`src/rtl/wcu_pkg.sv`:
```
package wcu_pkg;
  localparam int CMD_W = 4;

  localparam logic [CMD_W-1:0] CMD_NOP   = 4'd0;
  localparam logic [CMD_W-1:0] CMD_INC   = 4'd4;
  localparam logic [CMD_W-1:0] CMD_DEC   = 4'd5;
  localparam logic [CMD_W-1:0] CMD_SHL   = 4'd6;
  localparam logic [CMD_W-1:0] CMD_SHR   = 4'd7;
  localparam logic [CMD_W-1:0] CMD_WRITE = 4'd11;

  // Low two bits of codes 4..7 select the adjustment.
  typedef enum logic [1:0] {
    ADJ_INC = 2'd0,
    ADJ_DEC = 2'd1,
    ADJ_SHL = 2'd2,
    ADJ_SHR = 2'd3
  } adj_op_t;
endpackage

```
`src/rtl/wcu_decode.sv`:
```
module wcu_decode
  import wcu_pkg::*;
#(
  parameter int ADDR_W     = 4,
  parameter int NUM_WIPERS = 2
) (
  input  logic [CMD_W-1:0]  cmd,
  input  logic [ADDR_W-1:0] addr,
  output logic              is_write,
  output logic              is_adj,
  output adj_op_t           adj_op,
  output logic              addr_ok
);
  localparam logic [ADDR_W-1:0] NUM_A = ADDR_W'(NUM_WIPERS);

  always_comb begin
    is_write = (cmd == CMD_WRITE);
    is_adj   = (cmd == CMD_INC) || (cmd == CMD_DEC) ||
               (cmd == CMD_SHL) || (cmd == CMD_SHR);
    adj_op   = adj_op_t'(cmd[1:0]);
    addr_ok  = (addr < NUM_A);
  end
endmodule

```
`src/rtl/wcu_step.sv`:
```
module wcu_step
  import wcu_pkg::*;
#(
  parameter int POS_W = 10
) (
  input  logic [POS_W-1:0] cur,
  input  adj_op_t          op,
  output logic [POS_W-1:0] nxt
);
  localparam logic [POS_W-1:0] POS_MAX = {POS_W{1'b1}};
  localparam logic [POS_W-1:0] POS_MIN = '0;

  always_comb begin
    unique case (op)
      ADJ_INC: nxt = (cur == POS_MAX) ? POS_MAX : cur + 1'b1;
      ADJ_DEC: nxt = (cur == POS_MIN) ? POS_MIN : cur - 1'b1;
      ADJ_SHL: nxt = cur[POS_W-1] ? POS_MAX : {cur[POS_W-2:0], 1'b0};
      ADJ_SHR: nxt = {1'b0, cur[POS_W-1:1]};
      default: nxt = cur;
    endcase
  end
endmodule

```
`src/rtl/wcu_repeat.sv`:
```
module wcu_repeat
  import wcu_pkg::*;
#(
  parameter int IDX_W = 1
) (
  input  logic             clk,
  input  logic             rst,
  input  logic             arm,
  input  logic             cancel,
  input  adj_op_t          op_in,
  input  logic [IDX_W-1:0] idx_in,
  output logic             armed,
  output adj_op_t          op_q,
  output logic [IDX_W-1:0] idx_q
);
  always_ff @(posedge clk) begin
    if (rst) begin
      armed <= 1'b0;
      op_q  <= ADJ_INC;
      idx_q <= '0;
    end else if (arm) begin
      armed <= 1'b1;
      op_q  <= op_in;
      idx_q <= idx_in;
    end else if (cancel) begin
      armed <= 1'b0;
    end
  end
endmodule

```
`src/rtl/wiper_cmd_unit.sv`:
```
module wiper_cmd_unit
  import wcu_pkg::*;
#(
  parameter int POS_W      = 10,
  parameter int NUM_WIPERS = 2,
  parameter int ADDR_W     = 4,
  parameter int DATA_W     = 16
) (
  input  logic                        clk,
  input  logic                        rst,
  input  logic                        word_vld,
  input  logic [CMD_W-1:0]            word_cmd,
  input  logic [ADDR_W-1:0]           word_addr,
  input  logic [DATA_W-1:0]           word_data,
  input  logic                        bare_strobe,
  input  logic                        nv_load,
  input  logic [ADDR_W-1:0]           nv_addr,
  input  logic [POS_W-1:0]            nv_data,
  input  logic [ADDR_W-1:0]           rd_addr,
  output logic [NUM_WIPERS*POS_W-1:0] wiper_pos,
  output logic [POS_W-1:0]            rd_data
);
  localparam int IDX_W = (NUM_WIPERS > 1) ? $clog2(NUM_WIPERS) : 1;
  localparam logic [ADDR_W-1:0] NUM_A   = ADDR_W'(NUM_WIPERS);
  localparam logic [POS_W-1:0]  POS_MID = POS_W'(1) << (POS_W - 1);

  logic [POS_W-1:0] wpos [NUM_WIPERS];

  // Word decode
  logic    w_is_write, w_is_adj, w_addr_ok;
  adj_op_t w_op;

  wcu_decode #(.ADDR_W(ADDR_W), .NUM_WIPERS(NUM_WIPERS)) dec_i (
    .cmd      (word_cmd),
    .addr     (word_addr),
    .is_write (w_is_write),
    .is_adj   (w_is_adj),
    .adj_op   (w_op),
    .addr_ok  (w_addr_ok)
  );

  // Arbitration: sequencer load > word > bare strobe
  logic accept_word, accept_strobe;
  assign accept_word   = word_vld && !nv_load;
  assign accept_strobe = bare_strobe && !word_vld && !nv_load;

  logic             rep_armed;
  adj_op_t          rep_op;
  logic [IDX_W-1:0] rep_idx;
  logic             arm, cancel;

  assign arm    = accept_word && w_is_adj && w_addr_ok;
  assign cancel = accept_word && !(w_is_adj && w_addr_ok);

  wcu_repeat #(.IDX_W(IDX_W)) rep_i (
    .clk    (clk),
    .rst    (rst),
    .arm    (arm),
    .cancel (cancel),
    .op_in  (w_op),
    .idx_in (word_addr[IDX_W-1:0]),
    .armed  (rep_armed),
    .op_q   (rep_op),
    .idx_q  (rep_idx)
  );

  // One shared adjustment path
  logic [IDX_W-1:0] tgt_idx;
  adj_op_t          tgt_op;
  logic             do_adj, do_write, nv_ok;
  logic [POS_W-1:0] step_nxt;

  assign tgt_idx  = accept_word ? word_addr[IDX_W-1:0] : rep_idx;
  assign tgt_op   = accept_word ? w_op : rep_op;
  assign do_adj   = arm || (accept_strobe && rep_armed);
  assign do_write = accept_word && w_is_write && w_addr_ok;
  assign nv_ok    = nv_load && (nv_addr < NUM_A);

  wcu_step #(.POS_W(POS_W)) step_i (
    .cur (wpos[tgt_idx]),
    .op  (tgt_op),
    .nxt (step_nxt)
  );

  logic [DATA_W-POS_W-1:0] unused_data_hi;
  assign unused_data_hi = word_data[DATA_W-1:POS_W];

  for (genvar gi = 0; gi < NUM_WIPERS; gi++) begin : g_wiper
    localparam logic [IDX_W-1:0] MY_IDX = IDX_W'(gi);
    always_ff @(posedge clk) begin
      if (rst)
        wpos[gi] <= POS_MID;
      else if (nv_ok && nv_addr[IDX_W-1:0] == MY_IDX)
        wpos[gi] <= nv_data;
      else if (do_write && word_addr[IDX_W-1:0] == MY_IDX)
        wpos[gi] <= word_data[POS_W-1:0];
      else if (do_adj && tgt_idx == MY_IDX)
        wpos[gi] <= step_nxt;
    end
    assign wiper_pos[gi*POS_W +: POS_W] = wpos[gi];
  end

  // Registered read mux
  always_ff @(posedge clk) begin
    if (rst)
      rd_data <= '0;
    else if (rd_addr < NUM_A)
      rd_data <= wpos[rd_addr[IDX_W-1:0]];
    else
      rd_data <= '0;
  end
endmodule

```
`config.mk`:
```
export PLATFORM = sky130hd
export DESIGN_NAME = wiper_cmd_unit
export DESIGN_NICKNAME = d
export VERILOG_FILES = /design/src/rtl/wcu_pkg.sv /design/src/rtl/wcu_decode.sv /design/src/rtl/wcu_step.sv /design/src/rtl/wcu_repeat.sv /design/src/rtl/wiper_cmd_unit.sv
export SDC_FILE = /design/constraint.sdc
export NUM_CORES = 1
export LEC_CHECK = 0
export BUFFER_PORTS_ARGS = -buffer_cell sky130_fd_sc_hd__buf_2
export CAP_MARGIN = 0
export CORE_UTILIZATION = 55
export DETAILED_ROUTE_END_ITERATION = 6
export MAX_ROUTING_LAYER = met4
export PLACE_DENSITY = 0.83
export SKIP_LAST_GASP = 1
export SLEW_MARGIN = 20
export SYNTH_ARGS = -nofsm -noshare
export SYNTH_HDL_FRONTEND = slang
export SYNTH_SLANG_ARGS = --single-unit
```
`constraint.sdc`:
```
create_clock -name clk -period 9.25 [get_ports clk]
set_input_delay 0.925 -clock clk [delete_from_list [all_inputs] [get_ports clk]]
set_output_delay 0.925 -clock clk [all_outputs]
set_load 0.01 [all_outputs]
```
* Word-level counts from Yosys, hierarchy flattened
Memory sizes are Yosys's and may differ from the RTL's. A register that Yosys moved wholly into a read port is not among the register bits. Cells that the tools add are included.
Word-level totals: memories 1, flip-flop bits (word level) 4, input bits 47, bits in writable memories 20, word-level logic and storage cells 96
Memories:
- wpos | depth 2, width 10, rd ports 4, clocked after memory_dff 1, wr ports 2, line wiper_cmd_unit.sv:27 | logic [POS_W-1:0] wpos [NUM_WIPERS];
Cells by class: equality and inequality tests 9, $lt $le $gt $ge 3, bitwise logic cells 10, reduce and logical (&&, ||, !) cells 28, mux-type cells 40, add/sub/neg operators 2
Operators by type and width (count):
- two-way mux 10 bit | 9
- one-hot mux 10 bit (4 select lines) | 1
- two-way mux 1 bit | 29
- logical AND 1 bit | 17
- == test 4 x 3 -> 1 bit (second input constant) | 4
- less-than comparator 4 x 2 -> 1 bit (second input constant) | 3
- adder 10 x 1 -> 10 bit (second input constant) | 1
- == test 10 bit (second input constant) | 1
- zero test 10 bit | 1
- subtractor 10 x 1 -> 10 bit (second input constant) | 1
- OR 1 bit | 6
- == test 2 bit (second input constant) | 2
- == test 4 bit (second input constant) | 1
- logical OR 1 bit | 4
- inverter 1 bit | 4
- zero test 1 bit | 3
- == test 2 x 1 -> 1 bit (second input constant) | 1
- zero test 2 bit | 1
- two-way mux 2 bit | 1
- nonzero test 2 bit | 1
- OR reduction 2 bit | 1

* Logic depth before layout (Yosys ltp)
word-level depth 14, gate-level depth with buffers 15, gate-level depth less buffers 12

* Cells and area by module
Synthesis repeated with hierarchy kept, for this count alone.
Unflattened totals: cells, all modules 273, area, all modules 2583.7 um^2
Modules (own cells, without submodules):
- wiper_cmd_unit | times used 1, cells each 136, seq. area each 800.8 um^2, area each 1682.9 um^2
- wcu_step | times used 1, cells each 119, seq. area each 0.0 um^2, area each 728.2 um^2
- wcu_repeat | times used 1, cells each 13, seq. area each 80.1 um^2, area each 136.4 um^2
- wcu_decode | times used 1, cells each 5, seq. area each 0.0 um^2, area each 36.3 um^2

* Worst setup path before layout
OpenSTA, ideal clock, no wires.
kind input to register, start point input port nv_load, end point memory wpos[1][7], data pin, path slack 5.275 ns, arrival time 3.699 ns, required time 8.975 ns, cell stages on the path 14, cells stage by stage nand2b_4 > buf_6 > a21oi_4 > buf_6 > buf_4 > mux2i_1 > ha_1 > or4b_1 > nor3_1 > mux2i_1 > o211ai_1 > o31ai_1 > a211oi_2 > o32ai_2
RTL lines:
- from (decl) | line wiper_cmd_unit.sv:16 | input logic nv_load,
- to (decl) | line wiper_cmd_unit.sv:27

==> run summary <==
Synth Register Bits - 34
GRT met3 Usage - 7.32%
Commonest register cell after synthesis - edfxtp_1
Total wire length - 7590 um
Layout cell share with drive strength beyond 1 - 25.5%
Pin count of the biggest net entering global routing - 25
Most frequent cells in the layout - buf_2 (70), mux2i_1 (40), nor2_1 (25), nand2_1 (24), o22ai_1 (24)
Total die area - 5330 um2
EDFF count, synth - 20
Core ar. - 4790 um2
Leakage - 1.43 nW
Final core occ - 67.7%
Peak supply drop - 97.5 uV
WHS Endpoint - rep_i.armed
Initial Utilization - 57.9%
Final Cell Area - 3240 um2
Clock power share - 41.2%
Max-slew violations - 0
Final setup fails - 0
Yosys warning count - 0
Layout area overhead - 16.9%
Final #Nets - 425
DP Cell Count - 436
GR met1 Demand/Resource - 40.8%
Grt total ovfl - 0
Post CTS Setup Buffer Count - 0
Reg2Reg Depth - 10
Worst-Skew Late Latency - 0.31 ns
Hold Startpoint - rep_i.armed
Clk buf depth - 2
Global-route wire length before repair - 12400 um
Die H - 73 um
Max-capacitance violation count - 0
HP Class - flip-flop to flip-flop
# IOs - 77
GR peak layer - met2
Placed cell area - 3100 um2
RSZ-0062 raised after global routing - no
Register area share after synthesis - 31.8%
Overall global routing resource usage - 31.7%
Final period util - 49.3%
FF-to-FF setup slack - 5.29 ns
Pwr dens - 127 nW/um2
Critical-path top delay cell - a21oi_4
Cell Rows - 25
Hold depth - 2
Number of buffers created by CTS - 5
Chip width - 73 um
Overall power - 0.413 mW
Slew HR - 37.5%
Drt first pass iters - 5
Seq pwr share - 42.0%
PostCTS Resize Cnt - 0
Number of global-route vias before repair - 2542
Library cells used by synthesis - 58
H-Tree Depth - 2
DRC - 0
Commonest non-fill, non-tap cell in the layout - buf_2
First DRT Iteration DRCs - 258
Cell internal pwr - 0.301 mW
Routed len/inst - 17.1 um
Worst r2r dst - wpos[1][6]
Synthesized cell area - 2770 um2
Placer's final routability congestion estimate - 0.908
Worst EP arrival - 4.60 ns
Synth Instances - 317
Clk root buf - clkbuf_8
Worst setup path category - primary input to flip-flop
Clock transition at path regs - 0.07 ns
Crit-path most repeated cell - o22ai_1
Final WS setup - 4.69 ns
Comb power frac - 16.8%
Worst Path Max Fanout - 24
Sw Ratio - 27.2%
CP endpoint kind - flip-flop
Port bufs - 70
Setup tns final - 0 ns
CTS tree - done
Syn avg cell area - 8.75 um2
Worst-path cell chain - buf_2 > and3b_2 > a21oi_4 > mux2i_1 > ha_1 > or4b_1 > nor3_1 > nand3_1 > nand3_1 > o22ai_1 > o22ai_1 > o22ai_1
Worst slew pin tran - 0.938 ns
Asr flop ratio synth - 0%
DR vias - 2793
HPWL after DPL - 5610 um
F_max - 219 MHz
Min Tclk post-route - 4.56 ns
Setup Skew - 0.00884 ns
Post-synth net total - 366
Initial antenna violation count - 0
Post-route insts no fill - 444
Hold_ws - 0.484 ns
CP Launch Point - word_addr[0]
# clock sinks - 34
CTS Hold Bufs - 0
Reg2reg start - rep_i.idx_q
CP Launch Type - primary input
Required @ worst endpoint - 9.28 ns
Place WS - 4.51 ns
N_diodes - 0
Routed Antenna Nets - 0
Fin. Hold Viols - 0
Status - complete, no violations
Max incr delay on CP - 0.66 ns
Drt via density - 6.29
Switch Pwr - 0.112 mW
Met2 GRT Util - 49.8%
Layout fillers - 396
[worst max path at each step]
stage | end | cells past startpoint
final | wpos[1][6] | 12
after global routing | wpos[1][6] | 12
after global placement | wpos[1][6] | 12
after floorplan | wpos[1][7] | 14
after CTS | wpos[1][6] | 12
after detailed placement | wpos[1][6] | 12
[cell usage after synthesis, types with 2 or more instances]
cell type	number	area share [%]
a211oi_2	3	1.4
a21o_1	3	0.81
a21oi_1	18	3.2
a21oi_2	2	0.63
a22oi_1	9	2.4
a31oi_1	2	0.45
and3_1	3	0.68
buf_1	3	0.41
buf_6	4	1.6
clkbuf_1	9	1.2
dfxtp_1	14	10
edfxtp_1	20	22
ha_1	2	0.90
inv_1	8	1.1
mux2_2	4	1.6
mux2_4	2	1.1
mux2i_1	40	14
nand2_1	24	3.2
nand2b_1	4	0.90
nand3_1	15	2.7
nand4_1	3	0.68
nand4b_1	2	0.63
nor2_1	25	3.4
nor2b_1	2	0.45
nor3_1	18	3.2
nor4_1	5	1.1
o21ai_0	7	1.3
o21ai_1	6	1.1
o22ai_1	24	5.4
o31ai_1	2	0.54
or3_1	2	0.45
or4b_1	2	0.72
xor2_1	5	1.6
[area by class of cell]
| type | instances | area, um2 | area share, % |
|---|---|---|---|
| clock buffers | 5 | 68.8 | 2.12 |
| clock inverters | 3 | 68.8 | 2.12 |
| inverters | 8 | 30.0 | 0.926 |
| multi-input cells | 257 | 1760 | 54.3 |
| flip-flops and latches | 34 | 881 | 27.2 |
| well taps | 67 | 83.8 | 2.59 |
| repair buffers | 70 | 350 | 10.8 |
[power groups by stage]
stage	clock (mW)	sequential (mW)	combinational (mW)
after CTS	0.171	0.173	0.0682
final	0.170	0.173	0.0694
after detailed placement	0	0.176	0.0677
after global routing	0.177	0.174	0.0757
after global placement	0	0.176	0.0665
after floorplan	0	0.175	0.0449
[layer usage]
metal	vias to the layer above	routed length [um]
li1	1337	-
met1	1290	3280
met2	154	3590
met3	12	631
met4	0	89
met5	-	0
[critical path, delay by kind of cell]
| family | cells | cell delay, ns |
|---|---|---|
| and+or+nand+nor | 5 | 1.50 |
| adders and majority gates | 1 | 0.35 |
| buffers and inverters | 1 | 0.13 |
| muxes | 1 | 0.46 |
| AOI/OAI and AO/OA | 4 | 1.22 |
[registers in the layout (all words and copies together) (netlist names)]
name / count
rd_data: 10
rep_i.op_q: 2
rep_i.armed: 1
wpos: 20
rep_i.idx_q: 1
[logic make-up (layout without fill, tap and decap cells)]
group	count (synthesis)	count (layout)	synth area share, %
compound gates	85	85	20.8
flops	34	34	31.8
xor+xnor	6	6	1.90
buf+inv	26	86	4.78
fa+ha+maj	2	2	0.902
mux	47	47	17.6
simple gates	117	117	22.2
Note: power is estimated with default switching activity, not from simulation.
